File: src/rtl/irq_pkg.sv
package irq_pkg;
  localparam int NUM_SRC  = 5;
  localparam int REG_W    = 8;
  localparam int IDX_VBL  = 0;
  localparam int IDX_STAT = 1;
  localparam int IDX_TMR  = 2;
  localparam int IDX_SER  = 3;
  localparam int IDX_JOY  = 4;

  typedef struct packed {
    logic               take;
    logic [NUM_SRC-1:0] clearMask;
  } svcCmd_t;
endpackage

File: src/rtl/irq_datapath.sv
module irq_datapath
  import irq_pkg::*;
#(
  parameter int LINE_W      = 8,
  parameter int STAT_EN_BIT = 6
) (
  input  logic               clk,
  input  logic               rstN,
  input  logic [NUM_SRC-1:0] srcPulse,
  input  logic               flagWrEn,
  input  logic [NUM_SRC-1:0] flagWrData,
  input  logic [LINE_W-1:0]  lineCount,
  input  logic [LINE_W-1:0]  lineCompare,
  input  logic [REG_W-1:0]   statStored,
  input  svcCmd_t            cmd,
  output logic [NUM_SRC-1:0] flags,
  output logic [REG_W-1:0]   statRd
);
  logic               lineEq;
  logic               statCond;
  logic               statCondPrev;
  logic [NUM_SRC-1:0] allPulse;
  logic [NUM_SRC-1:0] flagsNext;

  assign lineEq   = (lineCount == lineCompare);
  assign statCond = lineEq && statStored[STAT_EN_BIT];
  assign statRd   = {statStored[REG_W-1:3], lineEq, 2'b00};

  // status request fires on the rising edge of the compare condition
  always_comb begin
    allPulse           = srcPulse;
    allPulse[IDX_STAT] = srcPulse[IDX_STAT] | (statCond & ~statCondPrev);
  end

  // order: software write, then service clear, then new requests
  always_comb begin
    flagsNext = flags;
    if (flagWrEn) flagsNext = flagWrData;
    if (cmd.take) flagsNext = flagsNext & ~cmd.clearMask;
    flagsNext = flagsNext | allPulse;
  end

  always_ff @(posedge clk) begin
    if (!rstN) begin
      flags        <= '0;
      statCondPrev <= 1'b0;
    end else begin
      flags        <= flagsNext;
      statCondPrev <= statCond;
    end
  end
endmodule

File: src/rtl/irq_control.sv
module irq_control
  import irq_pkg::*;
#(
  parameter int ADDR_W   = 16,
  parameter int VEC_BASE = 'h40,
  parameter int VEC_STEP = 8
) (
  input  logic [NUM_SRC-1:0] flags,
  input  logic [NUM_SRC-1:0] enableMask,
  input  logic               masterEn,
  output svcCmd_t            cmd,
  output logic [ADDR_W-1:0]  vectorAddr
);
  localparam int IDX_W = $clog2(NUM_SRC);

  logic [NUM_SRC-1:0] live;
  logic [IDX_W-1:0]   winIdx;

  assign live = flags & enableMask;

  // scan from top down so the lowest index wins
  always_comb begin
    winIdx = '0;
    for (int i = NUM_SRC - 1; i >= 0; i--) begin
      if (live[i]) winIdx = IDX_W'(i);
    end
  end

  always_comb begin
    cmd.take      = masterEn && (live != '0);
    cmd.clearMask = '0;
    if (cmd.take) cmd.clearMask[winIdx] = 1'b1;
    vectorAddr = ADDR_W'(VEC_BASE) + ADDR_W'(winIdx) * ADDR_W'(VEC_STEP);
  end
endmodule

File: src/rtl/irq_stat_unit.sv
module irq_stat_unit
  import irq_pkg::*;
#(
  parameter int LINE_W = 8,
  parameter int ADDR_W = 16
) (
  input  logic              clk,
  input  logic              rstN,
  input  logic              vblankReq,
  input  logic              timerReq,
  input  logic              serialReq,
  input  logic              joypadReq,
  input  logic              flagWrEn,
  input  logic [REG_W-1:0]  flagWrData,
  input  logic [REG_W-1:0]  enableMask,
  input  logic              masterEn,
  input  logic [LINE_W-1:0] lineCount,
  input  logic [LINE_W-1:0] lineCompare,
  input  logic [REG_W-1:0]  statStored,
  output logic [REG_W-1:0]  flagRdData,
  output logic [REG_W-1:0]  statRdData,
  output logic              serviceStrobe,
  output logic              masterEnClear,
  output logic [ADDR_W-1:0] vectorAddr
);
  localparam int PAD_W = REG_W - NUM_SRC;

  svcCmd_t            cmd;
  logic [NUM_SRC-1:0] flags;
  logic [NUM_SRC-1:0] srcPulse;

  always_comb begin
    srcPulse           = '0;
    srcPulse[IDX_VBL]  = vblankReq;
    srcPulse[IDX_TMR]  = timerReq;
    srcPulse[IDX_SER]  = serialReq;
    srcPulse[IDX_JOY]  = joypadReq;
  end

  irq_datapath #(.LINE_W(LINE_W)) u_dp (
    .clk(clk), .rstN(rstN), .srcPulse(srcPulse),
    .flagWrEn(flagWrEn), .flagWrData(flagWrData[NUM_SRC-1:0]),
    .lineCount(lineCount), .lineCompare(lineCompare),
    .statStored(statStored), .cmd(cmd), .flags(flags), .statRd(statRdData)
  );

  irq_control #(.ADDR_W(ADDR_W)) u_ctl (
    .flags(flags), .enableMask(enableMask[NUM_SRC-1:0]),
    .masterEn(masterEn), .cmd(cmd), .vectorAddr(vectorAddr)
  );

  assign flagRdData    = {{PAD_W{1'b1}}, flags};
  assign serviceStrobe = cmd.take;
  assign masterEnClear = cmd.take;
endmodule

File: config.mk
export PLATFORM = sky130hd
export DESIGN_NAME = irq_stat_unit
export DESIGN_NICKNAME = d
export VERILOG_FILES = /design/src/rtl/irq_pkg.sv /design/src/rtl/irq_datapath.sv /design/src/rtl/irq_control.sv /design/src/rtl/irq_stat_unit.sv
export SDC_FILE = /design/constraint.sdc
export NUM_CORES = 1
export LEC_CHECK = 0
export CAP_MARGIN = 20
export CORE_MARGIN = 2
export CORE_UTILIZATION = 25
export CTS_BUF_LIST = sky130_fd_sc_hd__clkbuf_16
export DETAILED_ROUTE_END_ITERATION = 8
export GPL_TIMING_DRIVEN = 0
export HOLD_SLACK_MARGIN = 0.15
export PLACE_DENSITY = 0.88
export SLEW_MARGIN = 20
export SYNTH_ARGS = -nofsm -noshare
export SYNTH_HDL_FRONTEND = slang
export SYNTH_SLANG_ARGS = --single-unit
File: constraint.sdc
create_clock -name clk -period 1.4 [get_ports clk]
set_input_delay 0.28 -clock clk [delete_from_list [all_inputs] [get_ports clk]]
set_output_delay 0.28 -clock clk [all_outputs]
set_load 0.02 [all_outputs]
# Word level (Yosys, flattened, before mapping)
# Cells that the tools add are included.
totals:
  input_bits: 48
  register_bits: 6
  word_cells: 26
classes:
  reduce_logical: 4
  bitwise: 6
  n_lt_le_gt_ge: 2
  n_mux: 10
  addsub: 1
  n_eq_ne: 1
op_table:
  columns: ["cell", "count"]
  rows:
  - ["$mux 3", 5]
  - ["$mux 5", 3]
  - ["$and 5x5->5", 2]
  - ["$add 7x6->8 const A", 1]
  - ["$eq 8x8->1", 1]
  - ["$not 5->5", 1]
  - ["$or 5x5->5", 1]
  - ["$reduce_bool 5->1", 1]
  - ["$lt 3x4->1 const B", 1]
  - ["$demux 1 s3", 1]
  - ["$ge 3x1->1 const B", 1]
  - ["$logic_and 1x1->1", 3]
  - ["$and 1x1->1", 1]
  - ["$mux 1", 1]
  - ["$not 1->1", 1]

# Longest topological paths before layout
logic_depth:
  ltp_word: 15
  mapped_depth: 5

# By module
# Synthesis repeated with hierarchy kept, for this count alone.
unflattened:
  cells_unflattened: 88
  area_unflattened_um2: 668.1
by_module_without_submodules:
  columns: ["mod", "cells_per_inst", "area_per_inst_um2", "instances"]
  rows:
  - ["irq_datapath", 47, 427.9, 1]
  - ["irq_control", 35, 202.7, 1]
  - ["irq_stat_unit", 6, 37.5, 1]

# Least setup slack after synthesis
# OpenSTA, ideal clock, no wires.
synth_timing:
  path_type: "flip-flop to output port"
  start: "reg u_dp.flags[0]"
  end: "out serviceStrobe"
  arrival_time_ps: 1370
  slack_ps: -250
  stages_incl_launch_ff: 4
  path_cell_list: "dfxtp_1 a22oi_2 a31oi_1 buf_4"
synth_via:
  elab_chain_cells: 3
synth_lines:
  columns: ["item", "line", "rtl"]
  rows:
  - ["start: declaration", "irq_datapath.sv:16", "output logic [NUM_SRC-1:0] flags,"]
  - ["start signal: assignment", "irq_datapath.sv:48", "flags <= flagsNext;"]
  - ["$and 5x5->5", "irq_control.sv:19", "assign live = flags & enableMask;"]
  - ["$reduce_bool 5->1", "irq_control.sv:30", "cmd.take = masterEn && (live != '0);"]
  - ["$logic_and 1x1->1", "irq_control.sv:30", null]
  - ["end: declaration", "irq_stat_unit.sv:22", "output logic serviceStrobe,"]
# No other way between the ends.

# Worst setup path in the final report
layout_timing:
  start: "reg u_dp.flags[0]"
  end: "out vectorAddr[5]"
layout_via:
  elab_chain_cells: 3
layout_lines:
  columns: ["item", "line", "rtl"]
  rows:
  - ["$and 5x5->5", "irq_control.sv:19", null]
  - ["$mux 3", "irq_control.sv:25", "if (live[i]) winIdx = IDX_W'(i);"]
  - ["$add 7x6->8", "irq_control.sv:33", "vectorAddr = ADDR_W'(VEC_BASE) + ADDR_W'(winIdx) * ADDR_W'(VEC_STEP);"]
  - ["end: declaration", "irq_stat_unit.sv:24", "output logic [ADDR_W-1:0] vectorAddr"]
# No other way between the ends.

==> run metrics <==
RSZ-0062 raised after global routing=yes; Die Area=around 3000 um^2; switching power=288 uW; Power Internal=769 uW; outcome=finished with violations; initial antenna violation count=0; final setup violation count=3; Final GP Congestion=~0.74; Reg-to-Reg End=u_dp.flags[3]$_SDFF_PN0_; GRT Total Usage=0.139; CTS Hold Bufs=0; register area=about 130 um^2; DR vias=approximately 740; register bit total from synthesis=6; pre-CTS WS=-817 ps; required time worst endpoint=1120 ps; leak pwr=0.000740 uW; area of the multi-input gates=between 400 and 500 um^2; TritonRoute pass-1 iters=4; Worst R2R Start=u_dp.flags[0]$_SDFF_PN0_; first-pass GRT wire length=approximately 3.0 mm; Clk pwr share=0.435; die height=about 55 um; Area Growth Syn to Fin=116%; CTS tree=built; WL/cell=11.4 um; Syn Area/Cell=a little over 8 um^2; Root Buffer=clkbuf_16; worst setup path endpoint=vectorAddr[5]; Antenna Cells=0; vias in the first global route=roughly 700; worst-path cell chain=a22oi_2 -> buf_4 -> nand2_2 -> nor2_1 -> buf_4; Critical Path Slowest Stage Cell=dfxtp_4; worst min-delay path class=in2reg; H-tree depth=1; Reg power frac=0.188; Num Clock Sinks=6; Longest Clk Path Bufs=2; nets=between 200 and 250; Yosys Warn Count=0; Gate power share=0.377; CP startpoint=u_dp.flags[0]$_SDFF_PN0_; final wirelength=~2.1 mm; final hold violations=0; Total Power=1060 uW; core area=~2500 um^2; pin count of the biggest net entering global routing=8; Critical Path AT=1280 ps; Final Instance Area=1390 um^2; crit-path max FO=5; Cell Area, Placed=1250 um^2; slack of the critical path=-159 ps; Cells after Synth=77; Unique masters post-synth=22; reg2reg setup slack=0 ps; post-route ant nets=0; initial DRC count=5; crit end category=output port; Net Sw Frac=0.272; share of layout cells above drive strength 1=0.377; Via density=approximately 4.1; hold path startpoint=enableMask[0]; Filler cells=230; CTS Buf Count=3; pwr/cell area=763 nW/um^2; Starting Density=0.261; max-cap viol count=0; worst vdd ir=between 600 and 700 uV; most frequent CP cell=buf_4; I/O Buffers=49; Pins Over Slew Limit=0; Clock Skew=1.06 ps; crit path launch type=flop; clock slew seen by the registers of the worst setup and hold paths=30 ps; # DRC=0; Synth Cell Area=roughly 640 um^2; Row Count=18; Seq/Total Area, Yosys=0.188; Final Critical Period=approximately 1600 ps; Ports=around 80; GRT overflow=0; R2R depth=6; worst skew pair latency=roughly 230 ps; critical path class=reg2out; Final Cycle Share=1.11; DP HPWL=1.60 mm; Fmax achieved=0.641 GHz; CP peak stage delay=around 350 ps; violated checks=setup timing; width of the die=54.6 um
-- metrics by stage --
| stage | hold WS, ps | TNS (ps) | utilization | cells |
|---|---|---|---|---|
| 6_report | 459 | -264 | 0.564 | 181 |
| 5_1_grt | 482 | -604 | 0.564 | 181 |
| 4_1_cts | 497 | -392 | 0.541 | 179 |
| 3_5_place_dp | 506 | -5360 | 0.509 | 172 |
| 3_3_place_gp | 489 | -5090 | 0.509 | 172 |
| 2_1_floorplan | 398 | 0 | - | 93 |
-- placed cells by master, fill, tap and decap left out, types with 2 or more instances in the layout --
master,n
buf_4,33
conb_1,18
dlygate4sd2_1,17
clkdlybuf4s50_1,15
xnor2_1,8
dlymetal6s2s_1,8
buf_6,5
mux2i_1,4
o21a_1,4
nand2_2,3
clkbuf_16,3
a21oi_1,2
a22oi_2,2
inv_1,2
nand4_1,2
a31oi_1,2
and3_1,2
nand2_1,2
dfxtp_4,2
dfxtp_2,2
dfxtp_1,2
-- registers in the layout, indices dropped and copies added, names as in the netlist --
name / count
u_dp.statCondPrev: 1
u_dp.flags: 5
-- what timing repair did --
action / in CTS / in global routing
setup endpoints to repair: 13 / 9
gates resized for setup: 61 / 18
pin swaps: 9 / 11
buffers inserted: 5 / 2
-- cell usage after synthesis --
cell type / count / share of area
a21oi_1: 2 / 0.016
a22oi_1: 1 / 0.012
a22oi_2: 1 / 0.020
a31oi_1: 3 / 0.029
a32oi_1: 1 / 0.014
a41o_1: 1 / 0.016
a41oi_1: 2 / 0.027
and2_4: 1 / 0.014
and3_1: 2 / 0.020
buf_4: 25 / 0.29
buf_6: 1 / 0.018
conb_1: 2 / 0.012
dfxtp_1: 6 / 0.19
inv_1: 2 / 0.012
mux2_4: 1 / 0.023
mux2i_1: 4 / 0.063
nand2_1: 5 / 0.029
nand4_1: 2 / 0.020
nor2_1: 2 / 0.012
nor2b_1: 1 / 0.0098
o21a_1: 4 / 0.047
xnor2_1: 8 / 0.11
-- critical path, delay by kind of cell (launching register included) --
kind / cells / cell delay [ps]
flip-flops: 1 / 350
AND/OR/NAND/NOR: 2 / 140
buffers and inverters: 2 / 320
AO/OA/AOI/OAI: 1 / 240
-- routing by layer --
| metal | vias up | track usage | routed length, um |
|---|---|---|---|
| met5 | - | 0 | 0 |
| met4 | 0 | 0.0333 | 18 |
| met3 | 2 | 0.0464 | 235 |
| met2 | 50 | 0.278 | 1170 |
| met1 | 320 | 0.132 | 642 |
| li1 | 372 | - | - |
-- worst min-delay path by stage --
stage / end / slack, ps / cells past startpoint
6_report: u_dp.flags[0]$_SDFF_PN0_ / 460 / 3
5_1_grt: u_dp.flags[0]$_SDFF_PN0_ / 480 / 3
4_1_cts: u_dp.flags[4]$_SDFF_PN0_ / 500 / 4
3_5_place_dp: u_dp.flags[1]$_SDFF_PN0_ / 510 / 2
3_3_place_gp: u_dp.flags[1]$_SDFF_PN0_ / 490 / 2
2_1_floorplan: u_dp.flags[4]$_SDFF_PN0_ / 400 / 1
-- area by class of cell --
type,count,area share
Tap cell,30,0.0271
Sequential cell,6,0.0939
Clock buffer,3,0.0542
Multi-Input combinational cell,59,0.297
Inverter,2,0.00542
Timing Repair Buffer,56,0.381
Buffer,25,0.141
-- power groups by stage --
| stage | Clock (uW) | Sequential, uW | Combinational (uW) |
|---|---|---|---|
| 3_3_place_gp | 0 | 199 | 392 |
| 5_1_grt | 476 | 201 | 430 |
| 4_1_cts | 469 | 198 | 386 |
| 3_5_place_dp | 0 | 200 | 399 |
| 2_1_floorplan | 0 | 211 | 209 |
| 6_report | 459 | 199 | 399 |
-- cells by family after synthesis --
group	after synthesis	synth area share
AO/OA/AOI/OAI	15	0.180
other	2	0.0117
buffers and inverters	28	0.322
multiplexers	5	0.0859
flip-flops	6	0.188
XOR/XNOR	8	0.109
AND/OR/NAND/NOR	13	0.104
No activity file was read; power rests on OpenSTA's default activity.
